**config.mk**
```make
export PLATFORM = sky130hd
export DESIGN_NAME = interp_phase_ctrl
export DESIGN_NICKNAME = d
export VERILOG_FILES = /design/src/rtl/ipc_pkg.sv /design/src/rtl/ipc_phase_acc.sv /design/src/rtl/ipc_win_fsm.sv /design/src/rtl/ipc_base_gen.sv /design/src/rtl/interp_phase_ctrl.sv
export SDC_FILE = /design/constraint.sdc
export NUM_CORES = 1
export LEC_CHECK = 0
export BUFFER_PORTS_ARGS = -buffer_cell sky130_fd_sc_hd__buf_2
export CORE_AREA = 5 5 159 161
export CTS_CLUSTER_DIAMETER = 200
export DETAILED_ROUTE_END_ITERATION = 10
export DIE_AREA = 0 0 164 166
export PLACE_DENSITY = 0.56
export SLEW_MARGIN = 20
export SYNTH_ARGS = -nofsm -noshare
export SYNTH_HDL_FRONTEND = slang
export SYNTH_SLANG_ARGS = --single-unit
```
**constraint.sdc**
```tcl
create_clock -name clk -period 5 [get_ports clk]
set_input_delay 0.25 -clock clk [delete_from_list [all_inputs] [get_ports clk]]
set_output_delay 0.25 -clock clk [all_outputs]
set_load 0.02 [all_outputs]
```
**src/rtl/ipc_pkg.sv**
```systemverilog
package ipc_pkg;
  // Where the phase sum lands relative to the unit interval
  typedef enum logic [1:0] {
    RG_MID  = 2'd0,  // 0 <= sum < 1
    RG_HIGH = 2'd1,  // sum >= 1
    RG_LOW  = 2'd2   // sum < 0
  } region_e;
endpackage

```
**src/rtl/ipc_phase_acc.sv**
```systemverilog
module ipc_phase_acc
  import ipc_pkg::*;
#(
  parameter int FRAC_W = 32
) (
  input  logic                     clk,
  input  logic                     rst_n,
  input  logic                     en,
  input  logic signed [FRAC_W+1:0] step,
  output logic [FRAC_W-1:0]        frac,
  output region_e                  region
);
  localparam int ACC_W = FRAC_W + 2;

  logic signed [ACC_W-1:0] eta_q;
  logic signed [ACC_W-1:0] sum;
  logic signed [ACC_W-1:0] corr;

  always_comb begin
    sum = eta_q + step;
    if (sum[ACC_W-1])      region = RG_LOW;
    else if (sum[FRAC_W])  region = RG_HIGH;
    else                   region = RG_MID;
    // Adding or removing one whole unit leaves the fraction bits untouched
    corr = {{(ACC_W-FRAC_W){1'b0}}, sum[FRAC_W-1:0]};
  end

  always_ff @(posedge clk) begin
    if (!rst_n)  eta_q <= '0;
    else if (en) eta_q <= corr;
  end

  assign frac = eta_q[FRAC_W-1:0];
endmodule

```
**src/rtl/ipc_win_fsm.sv**
```systemverilog
module ipc_win_fsm
  import ipc_pkg::*;
#(
  parameter int NSTATE = 10,
  parameter int SW     = $clog2(NSTATE)
) (
  input  logic          clk,
  input  logic          rst_n,
  input  logic          en,
  input  region_e       region,
  output logic [SW-1:0] ofs
);
  localparam logic [SW-1:0] LAST = SW'(NSTATE - 1);

  logic [SW-1:0] st_q, st_d;

  always_comb begin
    st_d = st_q;
    unique case (region)
      RG_HIGH: st_d = (st_q == LAST) ? '0 : st_q + 1'b1;
      RG_LOW:  st_d = (st_q == '0) ? LAST : st_q - 1'b1;
      default: st_d = st_q;
    endcase
  end

  always_ff @(posedge clk) begin
    if (!rst_n)  st_q <= '0;
    else if (en) st_q <= st_d;
  end

  assign ofs = st_q;
endmodule

```
**src/rtl/ipc_base_gen.sv**
```systemverilog
module ipc_base_gen #(
  parameter int NCH    = 16,
  parameter int STRIDE = 8,
  parameter int NPT    = 3,
  parameter int BPW    = 7
) (
  output logic [NCH*NPT*BPW-1:0] base_pts
);
  for (genvar ch = 0; ch < NCH; ch++) begin : g_ch
    for (genvar k = 0; k < NPT; k++) begin : g_pt
      assign base_pts[(ch*NPT+k)*BPW +: BPW] = BPW'(STRIDE*ch + 2*k + 1);
    end
  end
endmodule

```
**src/rtl/interp_phase_ctrl.sv**
```systemverilog
module interp_phase_ctrl
  import ipc_pkg::*;
#(
  parameter int NCH    = 16,
  parameter int STRIDE = 8,
  parameter int NSTATE = 10,
  parameter int FRAC_W = 32,
  parameter int TBL_W  = 10
) (
  input  logic                                    clk,
  input  logic                                    rst_n,
  input  logic                                    en,
  input  logic signed [FRAC_W+1:0]                step,
  output logic [FRAC_W-1:0]                       mu,
  output logic [TBL_W-1:0]                        coef_idx,
  output logic [$clog2(NSTATE)-1:0]               win_ofs,
  output logic [NCH*3*$clog2(STRIDE*(NCH-1)+6)-1:0] base_pts
);
  localparam int SW     = $clog2(NSTATE);
  localparam int NPT    = 3;
  localparam int BP_MAX = STRIDE*(NCH-1) + 2*NPT - 1;
  localparam int BPW    = $clog2(BP_MAX + 1);

  region_e rgn;

  ipc_phase_acc #(.FRAC_W(FRAC_W)) u_acc (
    .clk(clk), .rst_n(rst_n), .en(en), .step(step),
    .frac(mu), .region(rgn)
  );

  ipc_win_fsm #(.NSTATE(NSTATE), .SW(SW)) u_fsm (
    .clk(clk), .rst_n(rst_n), .en(en), .region(rgn), .ofs(win_ofs)
  );

  ipc_base_gen #(.NCH(NCH), .STRIDE(STRIDE), .NPT(NPT), .BPW(BPW)) u_base (
    .base_pts(base_pts)
  );

  assign coef_idx = mu[FRAC_W-1 -: TBL_W];
endmodule

```
After elaboration in Yosys (flattened, before gate mapping)

Index checks and enable logic that the tools add are counted.

Bits in registers: 36
Input bits: 37
Output and inout port bits: 382
Word-level logic and storage cells: 16

$add $sub $neg: 3
Equal/unequal tests: 3
Muxes and demuxes: 5
Reductions and logical operators: 3

Operators by type and width:

| kind                                                               | count |
|---|---|
| 33-bit by 34-bit adder with 34-bit output                          | 1 |
| 4-bit two-way mux                                                  | 2 |
| 4-bit one-hot mux with 2 select lines                              | 1 |
| 4-bit by 1-bit adder with 4-bit output, second input constant      | 1 |
| 4-bit == test, second input constant                               | 1 |
| 4-bit zero test                                                    | 1 |
| 4-bit by 1-bit subtractor with 4-bit output, second input constant | 1 |
| 2-bit by 1-bit == test with 1-bit output, second input constant    | 1 |
| 2-bit == test, second input constant                               | 1 |
| 2-bit two-way mux                                                  | 1 |
| 2-bit AND reduction                                                | 1 |
| 2-bit nonzero test                                                 | 1 |
| 1-bit two-way mux                                                  | 1 |

Logic depth before layout (Yosys ltp)

Word-level depth: 6
Depth in mapped cells: 12
Gate-level depth less buffers: 11

Cells and area by module

A second synthesis with hierarchy kept.

Cell total of the unflattened synthesis: 739
Area total of the unflattened synthesis: 5770.5 um^2

By module, submodules not included:

| module            | times used | cells each | area each (um^2) | sequential area each (um^2) |
|---|---|---|---|---|
| ipc_phase_acc     | 1          | 359        | 2874.0           | 640.6 |
| ipc_base_gen      | 1          | 338        | 2529.9           | 0.0 |
| ipc_win_fsm       | 1          | 32         | 291.5            | 80.1 |
| interp_phase_ctrl | 1          | 10         | 75.1             | 0.0 |

Worst setup path after synthesis

No wires, ideal clock.

Path type: flip-flop to flip-flop
Start point: register u_acc.eta_q[0]
End point: register u_acc.eta_q[26]
Setup time: 0.079 ns
Arrival time: 3.016 ns
Required time: 4.921 ns
Path slack: 1.905 ns
Stages on the path, launching flop included: 12
Path buffers: 0
Clock period less this slack: 3.095 ns
Cell sequence: dfxtp_1 -> ha_1 -> fa_1 -> a211oi_1 -> o21ai_0 -> a211oi_1 -> o21ai_0 -> a2111oi_0 -> nor3_1 -> a311oi_1 -> nand4_1 -> o211ai_1

Word-level cells in the longest chain between the ends: 1

Ends and longest elaborated chain:

| item                                      | line                | RTL |
|---|---|---|
| start: declaration                        | ipc_phase_acc.sv:15 | `logic signed [ACC_W-1:0] eta_q;` |
| start signal: assignment                  | ipc_phase_acc.sv:30 | `else if (en) eta_q <= corr;` |
| 33-bit by 34-bit adder with 34-bit output | ipc_phase_acc.sv:20 | `sum = eta_q + step;` |

No other way between the ends.
A chain may end at the register's enable or synchronous reset.

Worst setup path in the final report

Same ends and word-level chain as after synthesis.

==> results.cfg <==
[cts]
cts_hold_buf = 0
clock-sinks = 36
numCtsBuffers = 5
clockBufferDepth = 2
path_clk_slew_ns = 0.06
post_cts_buffers = 0
insertion_delay_ns = 0.28
cts.repair.resized = 0
htreeDepth = 2
cts_tree = done
cts_root_buf = clkbuf_16

[synthesis]
synth.distinct_cells = 60
synth_xor_area_frac = 0.0388
synth_top_area_cell = buf_4
ys.flop_type = dfxtp_1
synth_area_leaders = buf_4 (44%), dfxtp_1 (12%), ha_1 (6.8%)
ys_seq_area_frac = 0.123
synth_area_sq_mm = 0.00587
syn-instance-count = 747
synthMuxAreaShare = 0.0401
ys_ff_latch = 36
syn_area_per_cell_sq_um = 7.86
synth_top_family_by_area = buffers and inverters
synth_edf_count = 0
synthArstFlopShare = 0
synth_fa_ha_area_frac = 0.0716
yosysWarnings = 0
yosys.area_share.simple = 0.116
synth_compound_gate_area_share = 0.137
synth_top_area_frac = 0.445

[finish]
area_growth_pct = -8.97
mostFrequentLayoutCells = conb_1 (336), buf_2 (82), nor2_1 (37), dfxtp_1 (36), a21oi_1 (35)
design_area_sq_mm = 0.00535
layout-drive-gt1-share = 0.131
final_cell_count_no_fill = 1128
final_nets = 875
final_common_cell = conb_1

[sta]
rsz0062_at_grt = false
fmax_mhz = 271
fin_setup_tns_ns = 0
period_share = 0.739
drv_slew = 0
slew_headroom = 0.538
hold_viol_final = 0
fin_skew_ns = 0.00464
period_minus_slack_ns = 3.69
setup_ws_ns = 1.31
tightest_slew_ns = 0.692
setup_viol = 0

[die]
io_pins = 419
die_h_um = 166
die_x_um = 164
floorplan.initialDensity = 0.247
placementRows = 57
dieArea_sq_mm = 0.0272
core_area_sq_mm = 0.0238

[route]
drt-total-wl_um = 13800
ant_nets = 0
vias = 4081
via_per_inst = 3.62
drtIter0Drc = 208
firstDrtPassIters = 4
wl_per_cell_um = 12.3
drc = 0

[critical_path]
crit_path_end_kind = flip-flop
critical_path_required_ns = 5.20
worstSetupPathType = reg -> reg
cp_max_fo = 4
r2r_cells = 11
start_kind = flip-flop
rr_endpoint = u_acc.eta_q[26]
worst-r2r-setup-slack_ns = 1.31
arrival_ns = 3.90
r2r_start = u_acc.eta_q[0]

[job]
max_cap_violations = 0

[grt]
grt_overflow = 0
grt_pass1_wl_um = 19400
grt_usage = 0.0903
grt_max_degree = 54
grt_pass1_vias = 3503
antenna_found_initial = 4

[run_status]
outcome = completed

[place]
dp_cells = 1122
gp_congestion = 0.809
pre_cts_ws_ns = 1.36
dp_hpwl_um = 11700
place_area_sq_mm = 0.00522
io_buffers = 82

[min_path]
worst_hold_path.endpoint = u_acc.eta_q[0]
min_from = step[0]
min_path_type = in -> reg
worstHoldPathCells = 4

[pwr]
powerDensity_mw_per_mm2 = 314
ir_drop_uv = 125
total_power_mw = 1.68
leakagePower_nw = 2.92
-- synth_stat cells (all sizes together) (2+ instances only) --
cell type  instances
nor2              37
nand3b            16
a311oi             2
nand3             11
o2111ai            3
a211oi             7
mux2i             22
a2111oi            2
a21o              16
and3               4
nor3               4
xnor2             14
clkbuf            15
a221o              2
o21bai             5
a31oi              5
xor2              12
o41ai              2
conb               2
ha                32
or2                4
dfxtp             36
or3                3
inv                8
o21ai             25
a21oi             35
o211ai             9
nand4b             2
nand4              9
a221oi             2
nor2b              5
buf              351
nand2             21
o21a               2
nand2b             7
-- how the worst max path moves through the flow --
stage | startpoint | depth (start not counted) | slack, ns | end
global route | u_acc.eta_q[0] | 11 | 0.94 | u_acc.eta_q[26]
global placement | step[0] | 12 | 1.46 | u_acc.eta_q[26]
detailed placement | step[0] | 12 | 1.36 | u_acc.eta_q[26]
CTS | u_acc.eta_q[0] | 11 | 1.37 | u_acc.eta_q[26]
finish | u_acc.eta_q[0] | 11 | 1.31 | u_acc.eta_q[26]
floorplan | u_acc.eta_q[0] | 11 | 1.91 | u_acc.eta_q[26]
-- worst max-delay path, stage by stage, from the launching register on --
cell       delay (ns)
dfxtp_1          0.32
ha_1             0.21
fa_1             0.43
a211oi_1         0.27
o21ai_0          0.26
a211oi_1         0.56
o21ai_0          0.30
a2111oi_0        0.44
nor3_1           0.18
a311oi_1         0.37
nand4_1          0.14
o211ai_1         0.15
-- area by class of cell --
cell class              count  area (sq um)
diodes                      1          2.50
clock buffers               5           125
fillers                  2676         18500
inverters                   9          33.8
multi-input cells         669          3630
flip-flops and latches     36           721
well taps                 324           405
repair buffers             84           425
-- sequential cells by signal, summed over array words and instances, names as in the netlist --
signal,cells
u_acc.eta_q,32
u_fsm.ofs,4
-- stage by stage --
step	hold slack (ns)	utilization
6_report	0.336	0.224
5_1_grt	0.361	0.224
4_1_cts	0.334	0.224
3_5_place_dp	0.503	0.219
3_3_place_gp	0.494	0.219
2_1_floorplan	0.511	-
-- layer usage --
metal	routed length (um)	up-vias	track usage	part of all wire
met5	34	-	0	0.0025
met3	1540	17	0.0293	0.11
li1	-	1959	-	-
met1	5330	1849	0.107	0.38
met2	6790	250	0.159	0.49
met4	144	6	0.0190	0.010
-- cells by family (layout without fill, tap and decap cells) --
logic type	Yosys count	in the layout
compound gates	124	124
xor+xnor	26	26
fa+ha+maj	33	33
flops	36	36
simple gates	127	127
buf+inv	376	98
other cells	2	337
mux	23	23
-- report_power, final --
part / switching, mW / internal, mW / total (mW)
Combinational: 0.680 / 0.307 / 0.987
Sequential: 0.0548 / 0.340 / 0.395
Clock: 0.122 / 0.177 / 0.299
Total: 0.857 / 0.824 / 1.68
No activity file was read; power rests on OpenSTA's default activity.
